## src/rtl/intEntryPkg.sv

```systemverilog
package intEntryPkg;
  typedef struct packed {
    logic takeEntry;
    logic doRestore;
  } seqStrobes_t;
endpackage

```

## src/rtl/intEntryCtrl.sv

```systemverilog
module intEntryCtrl
  import intEntryPkg::*;
#(
  parameter int LVL_W = 4
) (
  input  logic             clk,
  input  logic             rstN,
  input  logic             irqReq,
  input  logic [LVL_W-1:0] irqLevel,
  input  logic             insnBoundary,
  input  logic             rteStrobe,
  input  logic             blockBit,
  input  logic [LVL_W-1:0] curMask,
  output seqStrobes_t      strobes,
  output logic             redirect
);
  logic redirectQ;
  logic levelWins;

  assign levelWins = irqLevel > curMask;

  always_comb begin
    strobes.doRestore = rteStrobe;
    strobes.takeEntry = irqReq && insnBoundary && !rteStrobe && !blockBit
                        && !redirectQ && levelWins;
  end

  always_ff @(posedge clk) begin
    if (!rstN) redirectQ <= 1'b0;
    else       redirectQ <= strobes.takeEntry || strobes.doRestore;
  end

  assign redirect = redirectQ;
endmodule

```

## src/rtl/intEntryPath.sv

```systemverilog
module intEntryPath
  import intEntryPkg::*;
#(
  parameter int DATA_W = 32,
  parameter int EVT_W  = 12,
  parameter int BL_BIT = 28,
  parameter int RB_BIT = 29,
  parameter int MD_BIT = 30,
  parameter logic [DATA_W-1:0] HANDLER_OFS = 'h600
) (
  input  logic              clk,
  input  logic              rstN,
  input  seqStrobes_t       strobes,
  input  logic [EVT_W-1:0]  irqCode,
  input  logic [DATA_W-1:0] srIn,
  input  logic [DATA_W-1:0] pcIn,
  input  logic [DATA_W-1:0] vbrIn,
  output logic [DATA_W-1:0] srNew,
  output logic [DATA_W-1:0] pcNew,
  output logic [DATA_W-1:0] ssrOut,
  output logic [DATA_W-1:0] spcOut,
  output logic [EVT_W-1:0]  evtCode,
  output logic [EVT_W-1:0]  evtCode2
);
  localparam logic [DATA_W-1:0] ONE = 1;
  localparam logic [DATA_W-1:0] FORCE_MASK =
    (ONE << BL_BIT) | (ONE << RB_BIT) | (ONE << MD_BIT);

  always_ff @(posedge clk) begin
    if (!rstN) begin
      srNew    <= '0;
      pcNew    <= '0;
      ssrOut   <= '0;
      spcOut   <= '0;
      evtCode  <= '0;
      evtCode2 <= '0;
    end else if (strobes.doRestore) begin
      srNew <= ssrOut;
      pcNew <= spcOut;
    end else if (strobes.takeEntry) begin
      evtCode  <= irqCode;
      evtCode2 <= irqCode;
      ssrOut   <= srIn;
      spcOut   <= pcIn;
      srNew    <= srIn | FORCE_MASK;
      pcNew    <= vbrIn + HANDLER_OFS;
    end
  end
endmodule

```

## src/rtl/intEntrySeq.sv

```systemverilog
module intEntrySeq
  import intEntryPkg::*;
#(
  parameter int DATA_W   = 32,
  parameter int LVL_W    = 4,
  parameter int EVT_W    = 12,
  parameter int BL_BIT   = 28,
  parameter int RB_BIT   = 29,
  parameter int MD_BIT   = 30,
  parameter int MASK_LSB = 4,
  parameter logic [DATA_W-1:0] HANDLER_OFS = 'h600
) (
  input  logic              clk,
  input  logic              rstN,
  input  logic              irqReq,
  input  logic [LVL_W-1:0]  irqLevel,
  input  logic [EVT_W-1:0]  irqCode,
  input  logic              insnBoundary,
  input  logic              rteStrobe,
  input  logic [DATA_W-1:0] srIn,
  input  logic [DATA_W-1:0] pcIn,
  input  logic [DATA_W-1:0] vbrIn,
  output logic [DATA_W-1:0] srNew,
  output logic [DATA_W-1:0] pcNew,
  output logic [DATA_W-1:0] ssrOut,
  output logic [DATA_W-1:0] spcOut,
  output logic [EVT_W-1:0]  evtCode,
  output logic [EVT_W-1:0]  evtCode2,
  output logic              redirect
);
  seqStrobes_t strobes;

  intEntryCtrl #(.LVL_W(LVL_W)) uCtrl (
    .clk(clk), .rstN(rstN), .irqReq(irqReq), .irqLevel(irqLevel),
    .insnBoundary(insnBoundary), .rteStrobe(rteStrobe),
    .blockBit(srIn[BL_BIT]), .curMask(srIn[MASK_LSB +: LVL_W]),
    .strobes(strobes), .redirect(redirect)
  );

  intEntryPath #(
    .DATA_W(DATA_W), .EVT_W(EVT_W), .BL_BIT(BL_BIT), .RB_BIT(RB_BIT),
    .MD_BIT(MD_BIT), .HANDLER_OFS(HANDLER_OFS)
  ) uPath (
    .clk(clk), .rstN(rstN), .strobes(strobes), .irqCode(irqCode),
    .srIn(srIn), .pcIn(pcIn), .vbrIn(vbrIn), .srNew(srNew), .pcNew(pcNew),
    .ssrOut(ssrOut), .spcOut(spcOut), .evtCode(evtCode), .evtCode2(evtCode2)
  );
endmodule

```

## config.mk

```make
export PLATFORM = sky130hd
export DESIGN_NAME = intEntrySeq
export DESIGN_NICKNAME = d
export VERILOG_FILES = /design/src/rtl/intEntryPkg.sv /design/src/rtl/intEntryCtrl.sv /design/src/rtl/intEntryPath.sv /design/src/rtl/intEntrySeq.sv
export SDC_FILE = /design/constraint.sdc
export NUM_CORES = 1
export LEC_CHECK = 0
export ABC_AREA = 1
export BUFFER_PORTS_ARGS = -buffer_cell sky130_fd_sc_hd__buf_2
export CAP_MARGIN = 20
export CORE_MARGIN = 1.5
export CORE_UTILIZATION = 43
export CTS_CLUSTER_SIZE = 20
export DETAILED_ROUTE_END_ITERATION = 10
export PLACE_DENSITY = 0.8
export RECOVER_POWER = 25
export SLEW_MARGIN = 15
export SYNTH_ARGS = -nofsm -noshare
export SYNTH_HDL_FRONTEND = slang
export SYNTH_HIERARCHICAL = 1
export SYNTH_SLANG_ARGS = --single-unit
export TNS_END_PERCENT = 5
```

## constraint.sdc

```tcl
create_clock -name clk -period 2 [get_ports clk]
set_input_delay 0.5 -clock clk [delete_from_list [all_inputs] [get_ports clk]]
set_output_delay 0.5 -clock clk [all_outputs]
set_load 0.05 [all_outputs]
```

==> impl_metrics.toml <==
[yosys]
synth_area_um2 = 6107
syn_avg_cell_area_um2 = 7.236
synth-simple-area-share_pct = 27.21
synth_top_family_by_area = "simple AND/OR/NAND/NOR gates"
synth.top_cell.area_share_pct = 46.22
netlist-cell-type-count = 34
synthAdderAreaFrac_pct = 1.024
synth_compound_area_share_pct = 14.18
ys_warn_count = 6
yosys-top-cells-area = "dfxtp_1 46%, nand2_1 15%, nor2_1 6.9%"
synth.ff_latch_count = 141
syn_inst = 844
syn_nets = 966
synth-xor-area-share_pct = 1.557
synth.area.mux_share_pct = 0
synth_top_area_cell = "dfxtp_1"
ys_seq_area_share_pct = 46.22

[grt]
antenna_found_initial = 1
grt_max_degree = 57
grt_pass1_vias = 5881
grt_pass1_wl_um = 28100
grtUsageTotal_pct = 23.93
grt-ovfl-total = 0

[timing]
slew_headroom_pct = 56.27
skew_ns = 0.005705
report.final.hold_viol_count = 0
fmax_mhz = 558.3
drv_slew = 0
period_share_pct = 89.55
period_needed_ns = 1.791
tightest_slew_ns = 0.6588
setup_violations = 0
rsz0062_at_grt = "false"
setup_ws_ns = 0.2090

[clocking]
path_clk_slew_ns = 0.06
cts_inserted_buffers = 17
cts_buffer_depth = 2
h-tree-depth = 4
cts_hold_buffers = 0
postCtsSetupRepairBufs = 0
clockRootBuffer = "clkbuf_16"
clkLatencyLatePin_ns = 0.42
cts_resized = 0
clkSinkCount = 141
tritoncts = "done"

[worst_setup_path]
crit_path_start_kind = "input pin"
reg2reg_depth = 12
crit_chain = "buf_2, inv_1, ha_1, nand2_1, inv_1, nand2_1, nand2_1, nand2_1, inv_1, buf_4, nor2_4, buf_4, a22oi_1, a21oi_1"
path_buf_inv = 6
endpoint_kind = "flop"
cp_top_family = "buffers and inverters"
crit_fanout = 11
critical_path_depth = 14
slowest_stage = "ha_1"
max_stage_delay_ns = 0.28
arrival_ns = 2.13
path_class = "in2reg"
cp_common_cell = "nand2_1"
required_ns = 2.34

[worst_hold_path]
whs_path_depth = 3
hold_path_class = "in2reg"

[die]
chipWidth_um = 122.2
rows = 43
die_area_um2 = 14930
die_h_um = 122.2
core_um2 = 13880
io_pins = 270
start_util_pct = 44.00

[final_layout]
fill_cells = 1367
fin_nets = 1213
syn_to_final_growth_pct = 32.86
num_antenna_cells = 0
drive_gt1_share_pct = 24.73

[power]
total_power_w = 0.006624
peakVddDrop_mv = 0.5257
p_leak_nw = 4.142
p_per_area_nw_per_um2 = 816.4

[place]
pre_cts_ws_ns = -0.1999
place_hpwl_um = 12680
port_buffers = 269
gp_congestion = 0.8034

[routing]
wl_per_cell_um = 14.03
wl_um = 18010
vias = 6318
drc = 0
drtIter0Drc = 401
antenna_left = 0
drt-vias-per-instance = 4.921
drt_first_pass_iters = 5

[run_status]
status = "finished clean"

[flow_run]
maxCapViolations = 0
[placed cells by master (no fill, tap or decap), drive strengths merged, types with 3 or more instances in the layout]
| cell | count |
|---|---|
| nand2 | 239 |
| a22oi | 33 |
| nand3 | 37 |
| inv | 75 |
| a31oi | 5 |
| xnor2 | 6 |
| bufinv | 3 |
| clkbuf | 95 |
| clkinv | 6 |
| nor2 | 118 |
| xor2 | 4 |
| buf | 216 |
| o21ai | 57 |
| a21oi | 55 |
| ha | 5 |
| dfxtp | 141 |
[through the flow]
stage	hold WS, ns	instances	area [um^2]	TNS [ns]	utilization (%)
6_report	0.3007	1284	8114	0	58.46
3_3_place_gp	0.4541	1252	7592	-14.55	54.70
4_1_cts	0.2843	1284	8204	0	59.10
3_5_place_dp	0.4643	1252	7592	-16.17	54.70
5_1_grt	0.2902	1284	8114	0	58.46
2_1_floorplan	0.6092	844	6107	0	-
[cell families (layout without fill, tap and decap cells)]
group                    after synthesis  after routing
AND/OR/NAND/NOR                      400            400
flip-flops                           141            141
buffers and inverters                137            397
XOR/XNOR                              10             10
adder cells (fa/ha/maj)                5              5
AO/OA/AOI/OAI                        151            151
[worst reg2reg max path, cell delays in order, from the launching register on]
cell	delay (ns)
dfxtp_1	0.30
nor2_1	0.10
nand3_1	0.13
nor2_1	0.10
nand2_1	0.07
inv_1	0.08
inv_2	0.05
nor2_4	0.16
inv_2	0.10
buf_12	0.15
a21oi_1	0.10
o21ai_0	0.09
a31oi_1	0.13
[final timing paths]
check	startpoint	endpoint	slack, ns
min reg2reg	uPath/ssrOut[29]$_SDFFE_PN0P_	uPath/ssrOut[29]$_SDFFE_PN0P_	0.47
max reg2reg	uCtrl/redirect$_SDFF_PN0_	uPath/pcNew[12]$_SDFFE_PN0P_	0.36
max	srIn[7]	uPath/pcNew[29]$_SDFFE_PN0P_	0.21
min	pcIn[8]	uPath/spcOut[8]$_SDFFE_PN0P_	0.30
[cells in the mapped netlist (all sizes together)]
library cell and count:
a21oi 55, a22oi 33, a31oi 5, and2 1
buf 47, clkbuf 14, clkinv 1, dfxtp 141
ha 5, inv 75, nand2 239, nand3 37
nand3b 2, nand4 1, nor2 118, nor3 1
o21ai 57, o21bai 1, or2 1, xnor2 6
xor2 4
[per-layer routing]
metal,up-vias,wire (um),GRT usage [%],share of wire [%]
met5,-,10,0,0.056
li1,3154,-,-,-
met1,2863,7504,28.65,42
met4,2,454,9.520,2.5
met2,263,8486,39.22,47
met3,36,1552,8.427,8.6
[sequential cells by signal, indices dropped and copies added (netlist names)]
signal          count
uPath/pcNew        32
uPath/ssrOut       32
uPath/evtCode2     12
uCtrl/redirect      1
uPath/srNew        32
uPath/spcOut       32
[area by class of cell]
type | count | area [um^2] | share of cell area, %
Inverter | 76 | 285.3 | 3.516
Multi-Input combinational cell | 566 | 2700 | 33.28
Clock buffer | 22 | 474.2 | 5.844
Tap cell | 180 | 225.2 | 2.776
Timing Repair Buffer | 289 | 1469 | 18.10
Sequential cell | 141 | 2823 | 34.79
Clock inverter | 10 | 137.6 | 1.696
[report_power, final]
part           internal, W  total [W]  leakage, nW  switching, W
combinational     0.000177   0.000533         2.71      0.000356
sequential         0.00284    0.00285         1.14     0.0000172
clock              0.00206    0.00324        0.296       0.00118
Note: power is estimated with default switching activity, not from simulation.
